$ cat config.mk
export PLATFORM = sky130hd
export DESIGN_NAME = sof_frame_capture
export DESIGN_NICKNAME = d
export VERILOG_FILES = /design/src/rtl/sof_cap_pkg.sv /design/src/rtl/sof_frame_latch.sv /design/src/rtl/sof_irq_ctrl.sv /design/src/rtl/sof_reg_readmux.sv /design/src/rtl/sof_frame_capture.sv
export SDC_FILE = /design/constraint.sdc
export NUM_CORES = 1
export LEC_CHECK = 0
export ABC_CLOCK_PERIOD_IN_PS = 1000
export BUFFER_PORTS_ARGS = -buffer_cell sky130_fd_sc_hd__clkbuf_2
export CORE_MARGIN = 8
export CORE_UTILIZATION = 44
export CTS_BUF_LIST = sky130_fd_sc_hd__clkbuf_2 sky130_fd_sc_hd__clkbuf_4 sky130_fd_sc_hd__clkbuf_8
export DETAILED_ROUTE_END_ITERATION = 7
export HOLD_SLACK_MARGIN = 0.15
export PLACE_DENSITY = 0.79
export SYNTH_ARGS = -nofsm -noshare
export SYNTH_HDL_FRONTEND = slang
export SYNTH_SLANG_ARGS = --single-unit
$ cat constraint.sdc
create_clock -name clk -period 1 [get_ports clk]
set_input_delay 0.05 -clock clk [delete_from_list [all_inputs] [get_ports clk]]
set_output_delay 0.05 -clock clk [all_outputs]
set_load 0.02 [all_outputs]
$ cat src/rtl/sof_cap_pkg.sv
package sof_cap_pkg;
  localparam int REQ_BIT  = 7;
  localparam int MASK_BIT = 6;

  typedef enum logic {
    SEL_LOW  = 1'b0,
    SEL_HIGH = 1'b1
  } reg_sel_e;

  // next request flag: a new frame outranks a clearing write
  function automatic logic req_next(input logic req, input logic sof, input logic clr);
    return sof | (req & ~clr);
  endfunction

  function automatic logic irq_level(input logic req, input logic mask);
    return req & ~mask;
  endfunction
endpackage

$ cat src/rtl/sof_frame_latch.sv
module sof_frame_latch #(
  parameter int FRAME_W = 11
) (
  input  logic               clk,
  input  logic               rst_n,
  input  logic               sof_valid,
  input  logic [FRAME_W-1:0] sof_frame,
  output logic [FRAME_W-1:0] frame_q
);
  // one register for the whole number: both views change on the same edge
  always_ff @(posedge clk or negedge rst_n) begin
    if (!rst_n)         frame_q <= '0;
    else if (sof_valid) frame_q <= sof_frame;
  end

  AST_FRAME_LOAD: assert property (@(posedge clk) disable iff (!rst_n)
    sof_valid |=> frame_q == $past(sof_frame));
  AST_FRAME_HOLD: assert property (@(posedge clk) disable iff (!rst_n)
    !sof_valid |=> $stable(frame_q));
endmodule

$ cat src/rtl/sof_irq_ctrl.sv
module sof_irq_ctrl
  import sof_cap_pkg::*;
(
  input  logic clk,
  input  logic rst_n,
  input  logic sof_valid,
  input  logic hi_wr,
  input  logic wr_req_bit,
  input  logic wr_mask_bit,
  output logic req_q,
  output logic mask_q,
  output logic irq
);
  logic clr_req;
  assign clr_req = hi_wr & wr_req_bit;

  always_ff @(posedge clk or negedge rst_n) begin
    if (!rst_n) begin
      req_q  <= 1'b0;
      mask_q <= 1'b1;
    end else begin
      req_q <= req_next(req_q, sof_valid, clr_req);
      if (hi_wr) mask_q <= wr_mask_bit;
    end
  end

  assign irq = irq_level(req_q, mask_q);

  AST_REQ_SET: assert property (@(posedge clk) disable iff (!rst_n)
    sof_valid |=> req_q);
  AST_REQ_CLEAR: assert property (@(posedge clk) disable iff (!rst_n)
    (clr_req && !sof_valid) |=> !req_q);
  AST_REQ_HOLD: assert property (@(posedge clk) disable iff (!rst_n)
    (!clr_req && !sof_valid) |=> $stable(req_q));
  AST_MASK_HOLD: assert property (@(posedge clk) disable iff (!rst_n)
    !hi_wr |=> $stable(mask_q));
endmodule

$ cat src/rtl/sof_reg_readmux.sv
module sof_reg_readmux
  import sof_cap_pkg::*;
#(
  parameter int FRAME_W = 11,
  parameter int DATA_W  = 8
) (
  input  logic               rd,
  input  reg_sel_e           sel,
  input  logic [FRAME_W-1:0] frame,
  input  logic               req,
  input  logic               mask,
  output logic [DATA_W-1:0]  rdata
);
  localparam int HI_W = FRAME_W - DATA_W; // must leave room below MASK_BIT

  always_comb begin
    rdata = '0;
    if (rd) begin
      if (sel == SEL_LOW) begin
        rdata = frame[DATA_W-1:0];
      end else begin
        rdata[HI_W-1:0] = frame[FRAME_W-1:DATA_W];
        rdata[MASK_BIT] = mask;
        rdata[REQ_BIT]  = req;
      end
    end
  end
endmodule

$ cat src/rtl/sof_frame_capture.sv
module sof_frame_capture
  import sof_cap_pkg::*;
#(
  parameter int FRAME_W = 11,
  parameter int DATA_W  = 8
) (
  input  logic               clk,
  input  logic               rst_n,
  input  logic               sof_valid,
  input  logic [FRAME_W-1:0] sof_frame,
  input  logic               reg_sel,
  input  logic               reg_rd,
  input  logic               reg_wr,
  input  logic [DATA_W-1:0]  reg_wdata,
  output logic [DATA_W-1:0]  reg_rdata,
  output logic               sof_irq
);
  reg_sel_e           sel;
  logic               hi_wr;
  logic [FRAME_W-1:0] frame_q;
  logic               req_q;
  logic               mask_q;

  assign sel   = reg_sel_e'(reg_sel);
  assign hi_wr = reg_wr & (sel == SEL_HIGH);

  sof_frame_latch #(.FRAME_W(FRAME_W)) latch_i (
    .clk(clk), .rst_n(rst_n), .sof_valid(sof_valid),
    .sof_frame(sof_frame), .frame_q(frame_q)
  );

  sof_irq_ctrl irq_i (
    .clk(clk), .rst_n(rst_n), .sof_valid(sof_valid), .hi_wr(hi_wr),
    .wr_req_bit(reg_wdata[REQ_BIT]), .wr_mask_bit(reg_wdata[MASK_BIT]),
    .req_q(req_q), .mask_q(mask_q), .irq(sof_irq)
  );

  sof_reg_readmux #(.FRAME_W(FRAME_W), .DATA_W(DATA_W)) mux_i (
    .rd(reg_rd), .sel(sel), .frame(frame_q), .req(req_q), .mask(mask_q),
    .rdata(reg_rdata)
  );

  AST_IDLE_READ_ZERO: assert property (@(posedge clk) disable iff (!rst_n)
    !reg_rd |-> reg_rdata == '0);
  AST_IRQ_NEEDS_SOF: assert property (@(posedge clk) disable iff (!rst_n)
    $rose(sof_irq) |-> ($past(sof_valid) || $past(hi_wr)));
endmodule

; Yosys cells after proc, flatten, opt, wreduce, memory -nomap -nowiden
; Index checks and enable logic that the tools add are counted.
[totals]
reg_bits = 13
in_bits = 25
word_cells = 14
[classes]
n_mux = 4
n_bitwise = 7
[ops]
columns = operator, count
row1 = 8-bit two-way mux, 1
row2 = 3-bit two-way mux, 2
row3 = 1-bit bitwise AND, 4
row4 = 2-bit two-way mux, 1
row5 = 1-bit NOT, 2
row6 = 1-bit bitwise OR, 1

; Longest topological paths before layout
[logic_depth]
word_depth = 5
mapped_depth = 3
ltp_nobuf = 2

; Cells and area by module
; Synthesis repeated with hierarchy kept, for this count alone.
[hier_totals]
hier_cells = 45
hier_area_um2 = 658.1
[by_module_without_submodules]
columns = module, n_inst, cells_each, area_each_um2, seq_area_each_um2
row1 = sof_frame_latch, 1, 23, 447.9, 275.3
row2 = sof_reg_readmux, 1, 15, 120.1, 0.0
row3 = sof_irq_ctrl, 1, 6, 83.8, 51.3
row4 = sof_frame_capture, 1, 1, 6.3, 0.0

; Worst setup path after synthesis
; OpenSTA, ideal clock, no wires.
[synth_timing]
path_kind = register to output
startpoint = register irq_i.mask_q
endpoint = output port reg_rdata[6]
arrival_ps = 893
required_ps = 950
path_slack_ps = 57
path_stages_with_launch = 3
path_cell_list = dfstp_2 -> mux2i_1 -> nor2b_1
[synth_via]
elab_chain_cells = 2
[synth_lines]
columns = item, line
row1 = "start, declared", sof_irq_ctrl.sv:11  ; output logic mask_q,
row2 = "start signal, assigned", sof_irq_ctrl.sv:23  ; if (hi_wr) mask_q <= wr_mask_bit;
row3 = 2-bit two-way mux, sof_reg_readmux.sv:19  ; if (sel == SEL_LOW) begin
row4 = 8-bit two-way mux, sof_reg_readmux.sv:18  ; if (rd) begin
row5 = "end, declared", sof_frame_capture.sv:15  ; output logic [DATA_W-1:0] reg_rdata,
; Every way passes these cells.

; Worst setup path in the final report
; Ends and elaborated chain as after synthesis.

==> key figures <==
Logic synthesis
  – Distinct cells, synth: 11
  – Syn Inst Count: 45
  – Synth Area per Inst: around 14 um2
  – Flops & latches, synth: 13
  – Register area share after synthesis: 0.527
  – Post-synth net total: 70
  – Post-Syn Area: between 600 and 700 um2
  – YS warnings: 0

Min path
  – Worst hold path type: input port to asynchronous set/reset pin

Global route
  – First-pass GRT wire length: between 2000 and 2500 um
  – Total grt overflow: 0
  – Initial antenna violation count: 0
  – Largest net degree at the start of global routing: 14
  – Vias in the first global route: about 550
  – Overall routing resource usage: 0.109

Critical path
  – Setup CP Type: register to primary output
  – CP required: 0.95 ns
  – Crit path buf inv count: 1
  – Slowest cell delay on critical path: roughly 0.53 ns
  – Crit-path slowest cell: dfstp_2
  – Critical Path Fanout Max: 2
  – Worst Path Arrival: between 1 and 1.5 ns
  – Crit-path leading delay family: flip-flops
  – Startpoint Class: register
  – Worst Setup End Kind: primary output
  – Crit-path cells: mux2i_1 -> nor2b_1 -> buf_4

Place
  – Port bufs: 27
  – GP Congestion: between 0.7 and 0.8
  – Post-DP HPWL: 992 um

Timing
  – Fmax: 859 MHz
  – Final worst path period share: 1.16
  – RSZ-0062 raised after global routing: yes
  – Fin crit period: 1.16 ns
  – Setup_tns: -0.500 ns
  – Slew HR: 0.798
  – Final hold violations: 0
  – Slew @ Worst Pin: between 0.3 and 0.4 ns
  – # setup viols final: 6
  – Final WS setup: -0.164 ns
  – Skew final: 0 ns
  – Fin. max-slew vios: 0

Die
  – Chip height: between 50 and 60 um
  – Die width: roughly 54 um
  – Core area: ~1300 um2
  – Area of the die: roughly 2900 um2
  – Starting Density: 0.476
  – Io pins: 34
  – Floorplan row count: 13

Run
  – Max cap viols: 0

Layout
  – FF/Latch Area: 327 um2
  – Fin nets: 118
  – Area growth from synthesis to layout: 59.2%
  – Multi-input logic area: 278 um2
  – Layout cell share with drive strength beyond 1: 0.554
  – Core Util, Final: 0.758
  – N_diodes: 0
  – Fillers: 96

Status
  – Status: finished with violations
  – Failing checks: negative setup slack

Clock tree
  – CTS tree: yes
  – Reg clk slew, reported paths: roughly 0.080 ns
  – Clk buf depth: 2
  – Root Driver: clkbuf_4
  – Clock insertion delay at the later pin of the skew report: approximately 0.26 ns
  – Total CTS buffers: 3
  – CTS H-tree depth: 1
  – Clock sink count: 13

Pwr
  – Power per Cell Area: 1280 nW/um2
  – Pleak: 0.482 nW
  – Total power: about 1.3 mW
  – Peak supply drop: about 1 mV

Routing
  – Drt via density: 4.70
  – DRT Pass-1 Iters: 2
  – Detailed-route wire length: 1420 um
  – DRC viols: 0
  – Routed vias: ~500
  – Detail Route Antenna Nets: 0
  – Starting DRC count in detailed routing: 2
  – WL per Instance: 13.3 um
==> cells in the final DEF (no fill, tap or decap) <==
master	count
buf_8	1
dlygate4sd3_1	15
buf_6	2
dfstp_2	1
a21o_1	1
clkbuf_4	4
buf_4	4
nand3_1	1
nand2_2	1
dfrtp_1	12
mux2i_1	5
mux2_4	1
nor2b_1	7
and2_4	3
mux2_2	11
clkbuf_2	21
buf_2	2
==> per-stage QoR <==
step	cells	hold slack, ns	area [um2]	setup slack, ns
5_1_grt	107	0.241	986	-0.210
2_1_floorplan	45	-0.246	619	0.0568
3_3_place_gp	85	-0.0479	751	0.0880
6_report	107	0.216	986	-0.164
3_5_place_dp	85	-0.0440	751	0.0799
4_1_cts	106	0.195	960	-0.203
==> cells by family (layout without fill, tap and decap cells) <==
group	count (synthesis)	in the layout	share of synthesized area
and+or+nand+nor	12	12	0.119
buffers and inverters	2	49	0.0364
AOI/OAI and AO/OA	1	1	0.0121
DFF	13	13	0.527
muxes	17	17	0.305
==> path summary, 6_finish.rpt <==
| path | startpoint | end | slack [ns] | depth (start not counted) |
|---|---|---|---|---|
| min | rst_n | latch_i.frame_q[9] | 0.22 | 2 |
| max reg2reg | latch_i.frame_q[3] | latch_i.frame_q[3] | 0.14 | 2 |
| min in group clk | sof_valid | irq_i.req_q | 0.22 | 2 |
| max | irq_i.mask_q | reg_rdata[6] | -0.16 | 3 |
| max in group asynchronous | rst_n | irq_i.mask_q | 0.49 | 2 |
| min reg2reg | latch_i.frame_q[4] | latch_i.frame_q[4] | 0.51 | 1 |
==> synth_stat cells <==
cell type / count / area share
nand3_1: 1 / 0.0081
dfstp_2: 1 / 0.042
dfrtp_1: 12 / 0.48
mux2_2: 11 / 0.20
mux2_4: 1 / 0.024
nand2_2: 1 / 0.010
and2_1: 3 / 0.030
buf_6: 2 / 0.036
a21o_1: 1 / 0.012
nor2b_1: 7 / 0.071
mux2i_1: 5 / 0.081
==> area by class of cell <==
cell class	instances	share of cell area
timing repair buffer	45	0.338
multi-input combinational	30	0.282
tap	15	0.0190
clock buffer	4	0.0305
sequential	13	0.331
==> registers in the layout (all words and copies together), names as in the netlist <==
register and flops:
latch_i.frame_q 11, irq_i.mask_q 1, irq_i.req_q 1
==> power by group <==
| part | internal (mW) | total, mW | switching [mW] |
|---|---|---|---|
| combinational | 0.188 | 0.322 | 0.134 |
| clock | 0.181 | 0.336 | 0.155 |
| sequential | 0.582 | 0.608 | 0.0256 |
| total | 0.952 | 1.27 | 0.314 |
==> metal layers <==
metal	part of all wire	up-vias	track usage
met5	0	-	0
met4	0	0	0.0504
met3	0.098	0	0.0364
met2	0.52	16	0.197
met1	0.38	241	0.109
li1	-	246	-
==> timing repair <==
action                     in CTS  in global routing
setup endpoints to repair       7                  9
hold buffers                   15                  0
buffers inserted                2                  1
gates resized for setup         4                 12
hold endpoints to repair       26                  0
Note: power is estimated with default switching activity, not from simulation.
